## src/rtl/zs_pkg.sv

```systemverilog
package zs_pkg;
  typedef logic [3:0] bcd_t;
  typedef logic [6:0] seg_t;
  localparam bcd_t BCD_MAX = 4'd9;
  localparam seg_t SEG_OFF = 7'h00;
endpackage

```

## src/rtl/zs_seg_font.sv

```systemverilog
module zs_seg_font
  import zs_pkg::*;
(
  input  bcd_t val_i,
  output seg_t seg_o
);
  always_comb begin
    unique case (val_i)
      4'd0:    seg_o = 7'h3F;
      4'd1:    seg_o = 7'h06;
      4'd2:    seg_o = 7'h5B;
      4'd3:    seg_o = 7'h4F;
      4'd4:    seg_o = 7'h66;
      4'd5:    seg_o = 7'h6D;
      4'd6:    seg_o = 7'h7D;
      4'd7:    seg_o = 7'h07;
      4'd8:    seg_o = 7'h7F;
      4'd9:    seg_o = 7'h6F;
      default: seg_o = SEG_OFF;
    endcase
  end
endmodule

```

## src/rtl/zs_zero_chain.sv

```systemverilog
module zs_zero_chain #(
  parameter int NDIG = 8,
  parameter int IW   = 3
) (
  input  logic [4*NDIG-1:0] bcd_i,
  input  logic [IW-1:0]     idx_i,
  input  logic              en_i,
  output logic [NDIG-1:0]   blank_o
);
  always_comb begin
    logic run_hi;
    logic run_lo;
    blank_o = '0;
    // integer side: ripple from the top digit down toward the units digit
    run_hi = en_i;
    for (int i = NDIG - 1; i >= 0; i--) begin
      if (i > int'(idx_i)) begin
        blank_o[i] = run_hi && (bcd_i[4*i +: 4] == 4'd0);
        run_hi     = blank_o[i];
      end
    end
    // fractional side: ripple from digit 0 up toward the units digit
    run_lo = en_i;
    for (int i = 0; i < NDIG; i++) begin
      if (i < int'(idx_i)) begin
        blank_o[i] = run_lo && (bcd_i[4*i +: 4] == 4'd0);
        run_lo     = blank_o[i];
      end
    end
  end
endmodule

```

## src/rtl/zs_display_top.sv

```systemverilog
module zs_display_top
  import zs_pkg::*;
#(
  parameter  int NDIG = 8,
  localparam int IW   = (NDIG > 1) ? $clog2(NDIG) : 1
) (
  input  logic              clk,
  input  logic              rst_n,
  input  logic [4*NDIG-1:0] bcd_in,
  input  logic [IW-1:0]     dp_idx,
  input  logic              sup_en,
  output logic [7*NDIG-1:0] seg_o,
  output logic [NDIG-1:0]   dp_o
);
  logic [1:0]        rst_sync_q;
  logic              rst_int_n;
  logic [NDIG-1:0]   blank;
  logic [7*NDIG-1:0] seg_d;
  logic [NDIG-1:0]   dp_d;

  // asynchronous assert, synchronous release
  always_ff @(posedge clk or negedge rst_n) begin
    if (!rst_n) rst_sync_q <= 2'b00;
    else        rst_sync_q <= {rst_sync_q[0], 1'b1};
  end
  assign rst_int_n = rst_sync_q[1];

  zs_zero_chain #(.NDIG(NDIG), .IW(IW)) u_chain (
    .bcd_i   (bcd_in),
    .idx_i   (dp_idx),
    .en_i    (sup_en),
    .blank_o (blank)
  );

  for (genvar g = 0; g < NDIG; g++) begin : g_dig
    seg_t raw;
    zs_seg_font u_font (
      .val_i (bcd_in[4*g +: 4]),
      .seg_o (raw)
    );
    always_comb begin
      seg_d[7*g +: 7] = blank[g] ? SEG_OFF : raw;
      dp_d[g]         = (dp_idx == IW'(g));
    end
  end

  always_ff @(posedge clk or negedge rst_int_n) begin
    if (!rst_int_n) begin
      seg_o <= '0;
      dp_o  <= '0;
    end else begin
      seg_o <= seg_d;
      dp_o  <= dp_d;
    end
  end
endmodule

```

## config.mk

```make
export PLATFORM = sky130hd
export DESIGN_NAME = zs_display_top
export DESIGN_NICKNAME = d
export VERILOG_FILES = /design/src/rtl/zs_pkg.sv /design/src/rtl/zs_seg_font.sv /design/src/rtl/zs_zero_chain.sv /design/src/rtl/zs_display_top.sv
export SDC_FILE = /design/constraint.sdc
export NUM_CORES = 1
export LEC_CHECK = 0
export CAP_MARGIN = 0
export CORE_MARGIN = 1.5
export CORE_UTILIZATION = 53
export DETAILED_ROUTE_END_ITERATION = 7
export PLACE_DENSITY = 0.95
export SYNTH_ARGS = -nofsm -noshare
export SYNTH_HDL_FRONTEND = slang
export SYNTH_SLANG_ARGS = --single-unit
export TNS_END_PERCENT = 50
```

## constraint.sdc

```tcl
create_clock -name clk -period 5.8 [get_ports clk]
set_clock_uncertainty 0.2 [all_clocks]
set_input_delay 1.16 -clock clk [delete_from_list [all_inputs] [get_ports clk]]
set_output_delay 1.16 -clock clk [all_outputs]
set_load 0.01 [all_outputs]
```

==> run_results.csv <==
group,metric,value,unit
run_status,status,"complete, no violations",
clock_tree,clkLatencyLatePin,0.33,ns
synthesis,syn-num-nets,491,
place,place_inst,597,
timing,setup-violations-final,0,
final_layout,antenna_cells,0,
power,intPower,822,uW
drt,drt_pass1_iterations,4,
synthesis,yosys.area.top_type_share,41.7,%
grt,grt_use_total,22.1,%
power,p_leak,2.37,nW
final_layout,fin_nets,592,
drt,wire_per_inst,13.8,um
synthesis,yosys_warnings,0,
place,dpl_cell_area,5040,sq um
clock_tree,clk_pin_slew_worst_paths,0.07,ns
drt,wirelength,8460,um
power,switching_share,27.0,%
clock_tree,cts_buffers,9,
drt,wl_met2,4360,um
grt,grt_pass1_wl,13700,um
setup_path,cp_max_fo,7,
worst_hold_path,hold_path_end,"rst_sync_q[1]",
power,p_per_area,215,nW/um^2
die,io_pins,102,
synthesis,seq_area_frac_synth,41.7,%
timing,hold_viol_final,0,
timing,tns,0,ns
clock_tree,post-cts-setup-buffers,0,
die,die_h,89.5,um
drt,drc,0,
clock_tree,htree_levels,3,
synthesis,avgSynthCellArea,9.72,sq um
final_layout,area_delta_synth_final,31.7,%
die,num_rows,31,
setup_path,reg2regPathDepth,1,
synthesis,ys_top_cells_by_count,"dfrtp_1 (66), ha_1 (45), nor2_1 (43), nand2_1 (36), a21oi_1 (34)",
die,die_area,8010,sq um
clock_tree,ctsRootBufferMaster,"clkbuf_8",
clock_tree,cts_resized,0,
grt,grt_antenna_before_repair,0,
drt,highest_layer,"met4",
final_layout,fin_area,5220,sq um
die,start_util,54.7,%
worst_hold_path,hp-class,"reg2reg",
drt,drt-met1-wl,3510,um
synthesis,yosys.area.top_type,"dfrtp_1",
timing,tightest_slew,0.751,ns
timing,final_max_slew_viol_count,0,
power,p_switching,304,uW
drt,via_count,3233,
setup_path,crit_arrival,3.30,ns
setup_path,critPathCaptureType,"flip-flop",
worst_hold_path,min-delay-start,"rst_sync_q[0]",
power,p_clk_share,32.0,%
grt,grt_max_degree,65,
synthesis,ys.flop_type,"dfrtp_1",
die,core-area,7250,sq um
final_layout,fin_cells,613,
setup_path,cp.required,5.79,ns
place,hpwl,6590,um
drt,vias_per_cell,5.27,
clock_tree,clock_sinks,66,
setup_path,rrSetupSlack,4.68,ns
synthesis,syn-cell-area,3970,sq um
die,fp.dieW,89.5,um
synthesis,synth.most_common_cell,"dfrtp_1",
synthesis,yosys-top-cells-area,"dfrtp_1 (42%), ha_1 (14%), a21oi_1 (4.3%)",
timing,fmax,302,MHz
synthesis,synth-edff-count,0,
clock_tree,cts_tree,"done",
synthesis,synthCells,408,
timing,min_period,3.31,ns
drt,ant_nets,0,
setup_path,start_kind,"input pin",
synthesis,synthArstFlopShare,100,%
power,peakVddDrop,105,uV
place,gp_congestion,0.923,
setup_path,criticalPathCategory,"in2reg",
drt,wl_met3,404,um
run,cap_violations,0,
clock_tree,clock_path_buffers,2,
synthesis,synth-seq-cells,66,
timing,slew_headroom,50.0,%
clock_tree,hold_buffers,0,
timing,post-route-period-util,57.1,%
setup_path,rr_endpoint,"dp_o[0]",
worst_hold_path,holdPathStages,0,
place,port_buffers,101,
grt,gr-total-overflow,0,
drt,drt_iter0_markers,111,
power,comb_power_share,22.9,%
timing,rsz0062_at_grt,"no",
final_layout,drive_above_1_share,8.75,%
setup_path,critPathLaunch,"bcd_in[17]",
grt,grt_pass1_vias,3078,
synthesis,synthDistinctLibCells,48,
final_layout,nFillCells,525,
setup_path,r2r_start,"rst_sync_q[1]",
power,p_seq_share,45.2,%
==> stage by stage <==
step           setup slack [ns]  hold WS [ns]  utilization [%]  power, mW
3_3_place_gp               2.27         0.137             69.4      0.763
6_report                   2.49         0.152             72.0       1.13
4_1_cts                    2.49         0.151             72.0       1.13
2_1_floorplan              3.07         0.131                -      0.642
3_5_place_dp               2.14         0.136             69.4      0.773
5_1_grt                    2.33         0.162             72.0       1.18
==> placed cells by master (no fill, tap or decap), types with 2 or more instances in the layout <==
cell,n
nand3_1,6
nor2_2,2
clkbuf_1,2
o21ai_1,2
dfrtp_1,65
nor4_4,6
inv_1,32
o22ai_1,4
xnor2_1,2
nor3b_2,3
ha_1,45
nor3b_1,4
o21ai_0,26
and4bb_2,2
nor4b_4,2
mux2_2,2
nor2b_1,3
nor2_1,43
and2_1,2
mux2i_1,4
clkdlybuf4s50_1,101
clkinvlp_4,2
clkinv_2,2
a211oi_1,3
clkbuf_8,9
nand2b_1,13
nand2_1,36
nor3b_4,2
or2_2,2
and3_1,2
a21oi_1,34
nor3_1,29
o22ai_4,2
o211ai_1,2
==> power groups by stage <==
stage | registers, mW | logic (mW) | clock network (mW)
3_5_place_dp | 0.517 | 0.256 | 0
5_1_grt | 0.511 | 0.283 | 0.386
6_report | 0.508 | 0.258 | 0.360
4_1_cts | 0.509 | 0.258 | 0.366
3_3_place_gp | 0.517 | 0.246 | 0
2_1_floorplan | 0.541 | 0.101 | 0
==> worst max path at each step <==
stage | slack, ns | cells after the start | end
after global placement | 2.27 | 7 | seg_o[19]
after detailed placement | 2.14 | 7 | seg_o[16]
after global routing | 2.33 | 7 | seg_o[16]
final | 2.49 | 7 | seg_o[18]
after CTS | 2.49 | 7 | seg_o[16]
after floorplan | 3.07 | 6 | seg_o[25]
==> flip-flops by register name (all words and copies together) (netlist names) <==
| register | cells |
|---|---|
| seg_o | 56 |
| dp_o | 8 |
| rst_sync_q | 2 |
==> cell families after synthesis <==
| kind of cell | share of synthesized area [%] |
|---|---|
| compound gates | 12.5 |
| other cells | 0.0946 |
| xor+xnor | 0.442 |
| buf+inv | 4.83 |
| fa+ha+maj | 14.2 |
| mux | 1.58 |
| flops | 41.7 |
| simple gates | 24.7 |
==> final cells by class <==
class / instances / area (sq um) / share of cell area [%]
flip-flops and latches: 66 / 1650 / 31.6
inverters: 32 / 120 / 2.30
repair buffers: 102 / 1020 / 19.5
clock inverters: 5 / 55.1 / 1.05
multi-input cells: 298 / 2120 / 40.6
well taps: 99 / 124 / 2.37
clock buffers: 11 / 131 / 2.51
==> worst max-delay path, stage by stage <==
cell and delay, ns:
clkdlybuf4s50_1 0.51, inv_1 0.16, ha_1 0.21, nor3b_1 0.39, nand2_1 0.30, nor4_4 0.47
a211oi_1 0.10
==> layer usage <==
metal  track usage (%)  vias up
li1                  -     1586
met1              26.1     1521
met2              39.8      114
met3              3.05       12
met4              10.1        0
met5                 0        -
No activity file was read; power rests on OpenSTA's default activity.
